`src/rtl/mel_pkg.sv`:
```
package mel_pkg;
    localparam int PA_W       = 34;
    localparam int PAGE_SHIFT = 12;
    localparam int PAGE_W     = PA_W - PAGE_SHIFT;
    localparam int LOG_W      = 32;
    localparam int LOG_LSB    = 6;
    localparam int SYN_W      = 16;
    localparam int STAT_W     = 8;
    localparam int N_KIND     = 2;

    typedef enum logic {
        KIND_CORR   = 1'b0,
        KIND_UNCORR = 1'b1
    } err_kind_e;

    typedef struct packed {
        logic              valid;
        err_kind_e         kind;
        logic [PAGE_W-1:0] page;
        logic [SYN_W-1:0]  syn;
    } err_evt_t;

    function automatic logic [LOG_W-1:0] place_page(input logic [PAGE_W-1:0] pg);
        logic [LOG_W-1:0] r;
        r = '0;
        r[LOG_LSB +: PAGE_W] = pg;
        return r;
    endfunction

    function automatic logic syn_to_channel(input logic [SYN_W-1:0] s);
        logic [7:0] hi;
        logic [7:0] lo;
        hi = s[15:8];
        lo = s[7:0];
        if (hi == 8'h00)                          return 1'b0;
        else if (lo == 8'h00)                     return 1'b1;
        else if (hi[7:4] == 4'h0 || hi[3:0] == 4'h0) return 1'b0;
        else                                      return 1'b1;
    endfunction
endpackage

```
`src/rtl/mel_status_cell.sv`:
```
module mel_status_cell (
    input  logic clk,
    input  logic rst,
    input  logic hit,
    input  logic clr_first,
    input  logic clr_next,
    output logic first_q,
    output logic next_q,
    output logic load
);
    assign load = hit && !first_q;

    always_ff @(posedge clk) begin
        if (rst) begin
            first_q <= 1'b0;
            next_q  <= 1'b0;
        end else begin
            // a new event always wins over a same-cycle clear
            if (hit)            first_q <= 1'b1;
            else if (clr_first) first_q <= 1'b0;

            if (hit && first_q) next_q <= 1'b1;
            else if (clr_next)  next_q <= 1'b0;
        end
    end
endmodule

```
`src/rtl/mel_addr_log.sv`:
```
module mel_addr_log
    import mel_pkg::*;
(
    input  logic              clk,
    input  logic              rst,
    input  logic              load,
    input  logic [PAGE_W-1:0] page,
    output logic [LOG_W-1:0]  log_q
);
    always_ff @(posedge clk) begin
        if (rst)       log_q <= '0;
        else if (load) log_q <= place_page(page);
    end
endmodule

```
`src/rtl/mel_chan_decode.sv`:
```
module mel_chan_decode
    import mel_pkg::*;
(
    input  logic [SYN_W-1:0] syn,
    output logic             chan
);
    always_comb chan = syn_to_channel(syn);
endmodule

```
`src/rtl/mem_err_logger.sv`:
```
module mem_err_logger
    import mel_pkg::*;
(
    input  logic              clk,
    input  logic              rst,
    input  logic              evt_valid,
    input  logic              evt_uncorr,
    input  logic [PAGE_W-1:0] evt_page,
    input  logic [SYN_W-1:0]  evt_syndrome,
    input  logic              wr_en,
    input  logic              wr_sel,
    input  logic [N_KIND-1:0] wr_mask,
    output logic [STAT_W-1:0] first_status,
    output logic [STAT_W-1:0] next_status,
    output logic [LOG_W-1:0]  ce_addr_log,
    output logic [LOG_W-1:0]  ue_addr_log,
    output logic [SYN_W-1:0]  ce_syndrome_log,
    output logic              err_irq,
    output logic              ce_channel
);
    err_evt_t          evt;
    logic [N_KIND-1:0] hit;
    logic [N_KIND-1:0] load;
    logic [N_KIND-1:0] first_q;
    logic [N_KIND-1:0] next_q;
    logic [N_KIND-1:0] clr_first;
    logic [N_KIND-1:0] clr_next;

    always_comb begin
        evt.valid = evt_valid;
        evt.kind  = err_kind_e'(evt_uncorr);
        evt.page  = evt_page;
        evt.syn   = evt_syndrome;
    end

    assign clr_first = (wr_en && !wr_sel) ? wr_mask : '0;
    assign clr_next  = (wr_en &&  wr_sel) ? wr_mask : '0;

    for (genvar k = 0; k < N_KIND; k++) begin : g_kind
        assign hit[k] = evt.valid && (evt.kind == err_kind_e'(k));

        mel_status_cell u_cell (
            .clk       (clk),
            .rst       (rst),
            .hit       (hit[k]),
            .clr_first (clr_first[k]),
            .clr_next  (clr_next[k]),
            .first_q   (first_q[k]),
            .next_q    (next_q[k]),
            .load      (load[k])
        );
    end

    mel_addr_log u_ce_log (
        .clk   (clk),
        .rst   (rst),
        .load  (load[KIND_CORR]),
        .page  (evt.page),
        .log_q (ce_addr_log)
    );

    mel_addr_log u_ue_log (
        .clk   (clk),
        .rst   (rst),
        .load  (load[KIND_UNCORR]),
        .page  (evt.page),
        .log_q (ue_addr_log)
    );

    always_ff @(posedge clk) begin
        if (rst)                   ce_syndrome_log <= '0;
        else if (load[KIND_CORR])  ce_syndrome_log <= evt.syn;
    end

    mel_chan_decode u_chan (
        .syn  (ce_syndrome_log),
        .chan (ce_channel)
    );

    assign first_status = {{(STAT_W-N_KIND){1'b0}}, first_q};
    assign next_status  = {{(STAT_W-N_KIND){1'b0}}, next_q};
    assign err_irq      = |{first_q, next_q};
endmodule

```
`config.mk`:
```
export PLATFORM = sky130hd
export DESIGN_NAME = mem_err_logger
export DESIGN_NICKNAME = d
export VERILOG_FILES = /design/src/rtl/mel_pkg.sv /design/src/rtl/mel_status_cell.sv /design/src/rtl/mel_addr_log.sv /design/src/rtl/mel_chan_decode.sv /design/src/rtl/mem_err_logger.sv
export SDC_FILE = /design/constraint.sdc
export NUM_CORES = 1
export LEC_CHECK = 0
export ABC_AREA = 1
export BUFFER_PORTS_ARGS = -buffer_cell sky130_fd_sc_hd__buf_2
export CORE_ASPECT_RATIO = 1.4
export CORE_MARGIN = 5
export CORE_UTILIZATION = 50
export DETAILED_ROUTE_END_ITERATION = 10
export PLACE_DENSITY = 0.85
export SETUP_SLACK_MARGIN = 0.3
export SYNTH_ARGS = -nofsm -noshare
export SYNTH_HDL_FRONTEND = slang
export SYNTH_HIERARCHICAL = 1
export SYNTH_SLANG_ARGS = --single-unit
```
`constraint.sdc`:
```
create_clock -name clk -period 2.2 [get_ports clk]
set_input_delay 0.22 -clock clk [delete_from_list [all_inputs] [get_ports clk]]
set_output_delay 0.22 -clock clk [all_outputs]
set_load 0.02 [all_outputs]
```
==> results.ini, run 1 <==
[outcome]
status = finished clean

[critical_path]
worstPathMaxFanout = 3
critPathRequiredTime_ns = 1.98
reg2reg_depth = 4
cp-start-kind = register
cp_num_buf_inv = 1
slowest_stage = dfxtp_1
end_kind = output port
crit_cells = 6
max_stage_delay_ns = 0.32
crit_family = simple AND/OR/NAND/NOR gates
crit_arrival_ns = 1.22
cp_cell_sequence = nor2_1, nand2_1, nor2_1, nand2_1, nand2_1, buf_2
critPathKind = reg -> out
cpMostUsedCell = nand2_1

[grt]
grt-ovfl-total = 0
grtUsageTotal = 0.174
grt_pass1_vias = 2568
grt_start_max_net_pins = 45
antenna_found_initial = 0
grt_first_pass_wirelength_um = 11200

[die]
coreArea_um2 = 6130
die_area_um2 = 7890
row_count = 34
die_h_um = 103
start_util = 0.506
ioPinCount = 144
die_x_um = 76.5

[sta]
setup_viol = 0
worst_slack_ns = 0.755
finalClockSkew_ns = 0.00654
maxSlewViolCount = 0
fmax_ghz = 0.692
slew_headroom = 0.536
worstMarginPinSlew_ns = 0.695
finalHoldViolCount = 0
rsz0062_at_grt = no
period_minus_slack_ns = 1.44
period_share = 0.657
holdWs_ns = 0.149
setup_tns_ns = 0

[route]
vias = 2823
drc_errors = 0
post_drt_wl_per_cell_um = 10.6
drt_iter0_drc = 110
final_antenna_net_count = 0
viasPerCell = 4.28
dr.pass1.iters = 4
drt_wl_total_um = 6960

[place]
place_inst = 645
gp_congestion = 0.828
dp_slack_ns = 0.818
postPlaceCellArea_um2 = 3470
io_buffer_count = 111
hpwl_um = 5280

[clocking]
ctsHoldBuffers = 0
cts-resized-gates = 0
cts_buffer_depth = 2
insertion_delay_ns = 0.32
cts.root.buffer_cell = clkbuf_8
clkSinkCount = 64
cts_tree = yes
cts-htree-levels = 3
post_cts_buffers = 0
cts_buffers = 9
cts.clk_slew.worst_paths_ns = 0.07

[synthesis]
synth_xor_area_frac = 0
synth_seq_cells = 64
synth_fa_ha_area_frac = 0
netlist_area_um2 = 3100
synth_cells = 480
synth_top_area_share = 0.414
yosys.cell_types.count = 12
synth.mux.area_fraction = 0
yosysWarnings = 6
synth_top_family_by_area = simple AND/OR/NAND/NOR gates
yosysSeqAreaShare = 0.414
syn_area_per_cell_um2 = 6.45
synth_simple_gate_area_share = 0.337
synth_top_area_cell = dfxtp_1
synth_area_leaders = dfxtp_1 (41%), nand2_1 (17%), nor2_1 (16%), inv_1 (10%), buf_4 (8.0%)
synth_compound_area_frac = 0.00889

[cells_and_area]
final_core_util = 0.595
nFillCells = 586
final_cell_mix = nand2_1 (138), nor2_1 (126), buf_2 (111)
nets = 630
final_common_cell = nand2_1
drive_gt1_frac = 0.231
design_area_um2 = 3640
n_antenna_cell = 0
syn2layout_area_growth_pct = 17.6
layout.cells.non_filler = 660

[hold_path]
holdCritPathClass = in -> reg
hold_path_depth = 2

[power_and_ir_drop]
leakage_nw = 2.21
p_per_area_nw_per_um2 = 747
power_mw = 2.72
vdd_drop_max_mv = 0.373

[job]
maxCapViolations = 0

-- final cells by class --
cell class	instances	area, um^2	area share
Sequential cell	64	1280	0.352
Inverter	85	319	0.0876
Clock buffer	12	155	0.0426
Multi-Input combinational cell	310	1200	0.330
Timing Repair Buffer	114	578	0.159
Clock inverter	3	17.5	0.00481
Tap cell	72	90.1	0.0247
-- cells in the mapped netlist --
library cell and instances:
buf_2 4, dfxtp_1 64, nor3_1 4, a21oi_1 2, buf_4 33, buf_6 13
conb_1 3, inv_1 85, nor2_2 4, a21oi_2 2, nand2_1 138, nor2_1 128
-- worst paths after layout --
check | startpoint | endpoint | slack [ns]
worst max-delay path | ce_syndrome_log[7] | ce_channel | 0.76
worst min-delay path | rst | g_kind[0].u_cell/next_q | 0.15
worst max register to register | g_kind[0].u_cell/first_q | u_ce_log/log_q[11] | 0.97
worst min register to register | u_ue_log/log_q[7] | u_ue_log/log_q[7] | 0.47
-- metal layers --
metal  share of wire  wire, um  track usage
met4           0.027       188       0.0727
met3           0.077       538       0.0629
met1            0.39      2700        0.184
met2            0.51      3540        0.313
met5               0         0            0
-- logic make-up (layout without fill, tap and decap cells) --
logic type	Yosys count	in the layout
AO/OA/AOI/OAI	4	4
buffers and inverters	135	214
flip-flops	64	64
other	3	32
AND/OR/NAND/NOR	274	274
-- sequential cells by signal, indices dropped and copies added (netlist names) --
signal and count:
ce_syndrome_log 16, u_ce_log/log_q 22, u_ue_log/log_q 22, g_kind.u_cell/next_q 2, g_kind.u_cell/first_q 2
-- where the power goes --
group	internal [mW]	switching (mW)
logic	0.180	0.374
clock network	0.461	0.420
registers	1.24	0.0493
No activity file was read; power rests on OpenSTA's default activity.
==> inputs of run 2 (changes only) <==
Settings changed: CORE_UTILIZATION 50 to 47, PLACE_DENSITY 0.85 to 0.8.
Clock period 2.2 ns to 1.35 ns, I/O delays scaled along.
==> results.ini, run 2 (synthesis results as in run 1) <==
[critical_path]
cp-start-kind = register  ; unchanged
cp_num_buf_inv = 2  ; was 1
r2r_slack_ns = 0.20  ; was 0.97 ns
crit_cells = 7  ; was 6
crit_arrival_ns = 1.17  ; was 1.22 ns
max_stage_delay_ns = 0.33  ; was 0.32 ns
worstPathMaxFanout = 2  ; was 3
slowest_stage = dfxtp_2  ; was dfxtp_1
reg2reg_depth = 6  ; was 4
critPathKind = reg -> out  ; unchanged
cp_cell_sequence = inv_1, nand2_2, nor2_4, nand2_1, nand2_1, nand2_2, buf_6  ; was nor2_1, nand2_1, nor2_1, nand2_1, nand2_1, buf_2
critPathRequiredTime_ns = 1.22  ; was 1.98 ns
timing.rr.end = u_ce_log/log_q[17]  ; was u_ce_log/log_q[11]
end_kind = output port  ; unchanged
critical_path.endpoint = ce_channel  ; unchanged
r2r_start = g_kind[0].u_cell/first_q  ; unchanged
crit_family = simple AND/OR/NAND/NOR gates  ; unchanged
worstSetupStartpoint = ce_syndrome_log[10]  ; was ce_syndrome_log[7]

[power_and_ir_drop]
leakage_nw = 2.69  ; was 2.21 nW
vdd_drop_max_mv = 0.689  ; was 0.373 mV
p_per_area_nw_per_um2 = 1120  ; was 747 nW/um^2
power_mw = 5.22  ; was 2.72 mW

[cells_and_area]
final_core_util = 0.713  ; was 0.595
final_cell_mix = nor2_1 (116), buf_2 (96), inv_1 (80)  ; was nand2_1 (138), nor2_1 (126), buf_2 (111)
nFillCells = 494  ; was 586
final_common_cell = nor2_1  ; was nand2_1
drive_gt1_frac = 0.459  ; was 0.231
design_area_um2 = 4650  ; was 3640 um^2
n_antenna_cell = 0  ; unchanged
nets = 659  ; was 630
reg.largest.list = u_ce_log/log_q x22, u_ue_log/log_q x22, ce_syndrome_log x16  ; unchanged
syn2layout_area_growth_pct = 50.3  ; was 17.6%

[die]
ioPinCount = 144  ; unchanged
start_util = 0.475  ; was 0.506
die_h_um = 106  ; was 103 um
die_x_um = 78.6  ; was 76.5 um
row_count = 35  ; was 34
die_area_um2 = 8340  ; was 7890 um^2
coreArea_um2 = 6530  ; was 6130 um^2

[route]
drt_wl_total_um = 8840  ; was 6960 um
vias = 3079  ; was 2823
drt_iter0_drc = 121  ; was 110
dr.pass1.iters = 4  ; unchanged
drc_errors = 0  ; unchanged
post_drt_wl_per_cell_um = 12.8  ; was 10.6 um
viasPerCell = 4.46  ; was 4.28
final_antenna_net_count = 0  ; unchanged

[clocking]
cts_tree = yes  ; unchanged
cts.root.buffer_cell = clkbuf_8  ; unchanged
insertion_delay_ns = 0.33  ; was 0.32 ns
cts_buffer_depth = 2  ; unchanged
cts.clk_slew.worst_paths_ns = 0.07  ; about the same
clkSinkCount = 64  ; unchanged
cts_buffers = 9  ; unchanged
cts-htree-levels = 3  ; unchanged

[grt]
grtUsageTotal = 0.164  ; was 0.174
grt-ovfl-total = 0  ; unchanged
grt_first_pass_wirelength_um = 11000  ; was 11200 um
grt_start_max_net_pins = 45  ; unchanged
grt_pass1_vias = 2562  ; was 2568
antenna_found_initial = 0  ; unchanged

[sta]
finalClockSkew_ns = 0.00839  ; was 0.00654 ns
finalHoldViolCount = 0  ; unchanged
period_minus_slack_ns = 1.31
fmax_ghz = 0.764
worstMarginPinSlew_ns = 0.641  ; was 0.695 ns
period_share = 0.969
rsz0062_at_grt = yes  ; was no
slew_headroom = 0.572  ; was 0.536
maxSlewViolCount = 0  ; unchanged
holdWs_ns = 0.0694  ; was 0.149 ns
setup_viol = 0  ; unchanged

[place]
io_buffer_count = 111  ; unchanged
hpwl_um = 5060  ; was 5280 um
gp_congestion = 0.798  ; was 0.828
postPlaceCellArea_um2 = 3540  ; was 3470 um^2

[outcome]
status = finished clean  ; unchanged

[hold_path]
holdCritPathClass = in -> reg  ; unchanged

[job]
maxCapViolations = 0  ; unchanged

run 2: per-stage QoR:
stage                     TNS, ns  std cells  setup WS (ns)
after floorplan                 0        509          0.309
final                           0        691         0.0413
after global routing      -0.0831        691        -0.0831
after global placement          0        650          0.207
after detailed placement        0        650          0.164
after CTS                       0        671        0.00915
run 2: cell type report:
class                           instances  area [um^2]  area share
Clock buffer                           12          155      0.0333
Timing Repair Buffer                  143         1140       0.245
Clock inverter                          3         65.1      0.0140
Sequential cell                        64         1310       0.280
Inverter                               85          319      0.0686
Tap cell                               74         92.6      0.0199
Multi-Input combinational cell        310         1580       0.339
run 2: power breakdown:
group	switching, mW	total [mW]	internal (mW)	leakage [nW]
Sequential	0.0810	2.10	2.02	0.533
Combinational	0.773	1.29	0.519	2.04
Clock	0.694	1.82	1.13	0.112
Total	1.55	5.22	3.67	2.69
run 2: per-layer routing:
metal / GRT usage / vias to the layer above / part of all wire
met5: 0 / - / 0
met4: 0.0663 / 0 / 0.018
met3: 0.0568 / 14 / 0.068
met2: 0.278 / 114 / 0.54
met1: 0.186 / 1397 / 0.37
li1: - / 1554 / -
run 2: worst reg2reg max path: cells and delay by family, from the launching register on:
family | cells | cell delay, ns
flip-flops | 1 | 0.37
buffers and inverters | 2 | 0.36
AND/OR/NAND/NOR | 4 | 0.32
run 2: worst min path at each step:
stage	depth (start not counted)	slack, ns	from	end
global route	2	0.05	rst	g_kind[0].u_cell/next_q
global placement	2	0.41	rst	g_kind[1].u_cell/next_q
floorplan	1	0.20	rst	g_kind[0].u_cell/first_q
finish	2	0.07	rst	g_kind[0].u_cell/next_q
detailed placement	2	0.41	rst	g_kind[1].u_cell/next_q
CTS	2	0.05	rst	g_kind[0].u_cell/next_q
run 2: repair_timing:
| action | in CTS | in global routing |
|---|---|---|
| buffers inserted | 6 | 7 |
| endpoints found under the hold margin | 0 | 0 |
| hold buffers | 0 | 0 |
| resized for setup | 17 | 167 |
| pin swaps | 5 | 108 |
| gates cloned | 0 | 13 |
| setup endpoints to repair | 4 | 63 |
==> inputs of run 3 (changes only) <==
Settings changed: PLACE_DENSITY 0.8 to unset, PLACE_DENSITY_LB_ADDON set to 0.3, SETUP_SLACK_MARGIN 0.3 to unset.
==> results.ini, run 3 (synthesis results as in run 1) <==
[die]
row_count = 35  ; unchanged
start_util = 0.475  ; unchanged
die_x_um = 78.6  ; unchanged
die_area_um2 = 8340  ; unchanged
coreArea_um2 = 6530  ; unchanged
ioPinCount = 144  ; unchanged
die_h_um = 106  ; unchanged

[clocking]
cts_buffer_depth = 2  ; unchanged
clkSinkCount = 64  ; unchanged
cts-htree-levels = 3  ; unchanged
cts_tree = yes  ; unchanged
insertion_delay_ns = 0.33  ; about the same
cts.clk_slew.worst_paths_ns = 0.07  ; about the same
cts_buffers = 9  ; unchanged
cts.root.buffer_cell = clkbuf_8  ; unchanged

[cells_and_area]
final_common_cell = nand2_1  ; was nor2_1
reg.largest.list = u_ce_log/log_q x22, u_ue_log/log_q x22, ce_syndrome_log x16  ; unchanged
final_cell_mix = nand2_1 (135), nor2_1 (124), buf_2 (110)  ; was nor2_1 (116), buf_2 (96), inv_1 (80)
nFillCells = 619  ; was 494
layout.cells.non_filler = 669  ; was 691
final_core_util = 0.585  ; was 0.713
n_antenna_cell = 0  ; unchanged
drive_gt1_frac = 0.272  ; was 0.459
syn2layout_area_growth_pct = 23.3  ; was 50.3%
design_area_um2 = 3820  ; was 4650 um^2
nets = 637  ; was 659

[power_and_ir_drop]
seqPwrFrac = 0.430  ; was 0.403
power_mw = 4.88  ; was 5.22 mW
clkPwrFrac = 0.373  ; was 0.349
switching_share = 0.286  ; was 0.297
leakage_nw = 2.28  ; was 2.69 nW
pwr-share-comb = 0.197  ; was 0.248
p_int_mw = 3.49  ; was 3.67 mW
vdd_drop_max_mv = 0.702  ; was 0.689 mV
p_per_area_nw_per_um2 = 1280  ; was 1120 nW/um^2
netSwitchingPower_mw = 1.39  ; was 1.55 mW

[critical_path]
critPathKind = reg -> out  ; unchanged
crit_arrival_ns = 1.26  ; was 1.17 ns
cp_cell_sequence = inv_1, nand2_1, nor2_2, inv_2, nand2_2, nand2_2, buf_6  ; was inv_1, nand2_2, nor2_4, nand2_1, nand2_1, nand2_2, buf_6
max_stage_delay_ns = 0.33  ; about the same
r2r_start = g_kind[0].u_cell/first_q  ; unchanged
slowest_stage = dfxtp_2  ; unchanged
cpMostUsedCell = nand2_2
critPathRequiredTime_ns = 1.22  ; about the same
worstPathMaxFanout = 3  ; was 2
worstSetupStartpoint = ce_syndrome_log[14]  ; was ce_syndrome_log[10]
cp_num_buf_inv = 3  ; was 2
crit_family = simple AND/OR/NAND/NOR gates  ; unchanged
end_kind = output port  ; unchanged
cp-start-kind = register  ; unchanged

[place]
gp_congestion = 0.740  ; was 0.798
place_inst = 649  ; was 650
hpwl_um = 4970  ; was 5060 um
postPlaceCellArea_um2 = 3520  ; was 3540 um^2
dp_slack_ns = 0.204  ; was 0.164 ns
io_buffer_count = 111  ; unchanged

[sta]
fmax_ghz = 0.719  ; was 0.764 GHz
period_share = 1.03  ; was 0.969
maxSlewViolCount = 0  ; unchanged
rsz0062_at_grt = yes  ; unchanged
finalClockSkew_ns = 0.00846  ; was 0.00839 ns
setup_viol = 1  ; was 0
holdWs_ns = 0.0654  ; was 0.0694 ns
worst_slack_ns = -0.0407  ; was 0.0413 ns
finalHoldViolCount = 0  ; unchanged
period_minus_slack_ns = 1.39  ; was 1.31 ns
setup_tns_ns = -0.0407  ; was 0 ns

[grt]
grt_start_max_net_pins = 45  ; unchanged
grtUsageTotal = 0.163  ; was 0.164
grt_first_pass_wirelength_um = 10900  ; was 11000 um
grt-ovfl-total = 0  ; unchanged
grt_pass1_vias = 2519  ; was 2562
antenna_found_initial = 0  ; unchanged

[route]
final_antenna_net_count = 0  ; unchanged
post_drt_wl_per_cell_um = 10.1  ; was 12.8 um
viasPerCell = 4.16  ; was 4.46
drt_iter0_drc = 98  ; was 121
dr.pass1.iters = 4  ; unchanged
drc_errors = 0  ; unchanged
vias = 2783  ; was 3079
drt_wl_total_um = 6730  ; was 8840 um

[job]
maxCapViolations = 0  ; unchanged

[hold_path]
holdCritPathClass = in -> reg  ; unchanged
hp-start = rst  ; unchanged

[outcome]
violations = setup timing
status = finished with violations  ; was finished clean

-- run 3: final cells by class --
| cell class | count | area, um^2 | share of cell area |
|---|---|---|---|
| flip-flops and latches | 64 | 1290 | 0.339 |
| multi-input cells | 310 | 1220 | 0.319 |
| repair buffers | 121 | 674 | 0.177 |
| inverters | 85 | 319 | 0.0836 |
| clock buffers | 12 | 155 | 0.0406 |
| well taps | 74 | 92.6 | 0.0242 |
| clock inverters | 3 | 65.1 | 0.0170 |
-- run 3: path summary, 6_finish.rpt --
path	slack, ns	to	cells after the start
worst max register to register	0.29	u_ce_log/log_q[11]	5
worst min-delay path	0.07	g_kind[0].u_cell/next_q	2
worst max-delay path	-0.04	ce_channel	7
worst min register to register	0.47	u_ue_log/log_q[7]	2
-- run 3: routing by layer --
layer	share of wire	GRT usage	vias to the layer above
met5	0	0	-
met4	0.025	0.0800	0
met3	0.078	0.0390	13
met2	0.49	0.282	98
met1	0.41	0.184	1163
li1	-	-	1509
-- run 3: power by group through the flow --
stage	clock [mW]	sequential, mW	combinational [mW]
finish	1.82	2.10	0.962
global route	1.96	2.12	1.08
CTS	1.87	2.10	0.946
detailed placement	0	2.14	0.919
global placement	0	2.13	0.903
floorplan	0	2.29	0.570
-- run 3: repair_timing --
item / CTS / global route
gates cloned: 0 / 0
gates resized for setup: 9 / 13
setup buffers: 3 / 2
setup endpoints to repair: 1 / 1
pin swaps: 4 / 10
hold buffers: 0 / 0
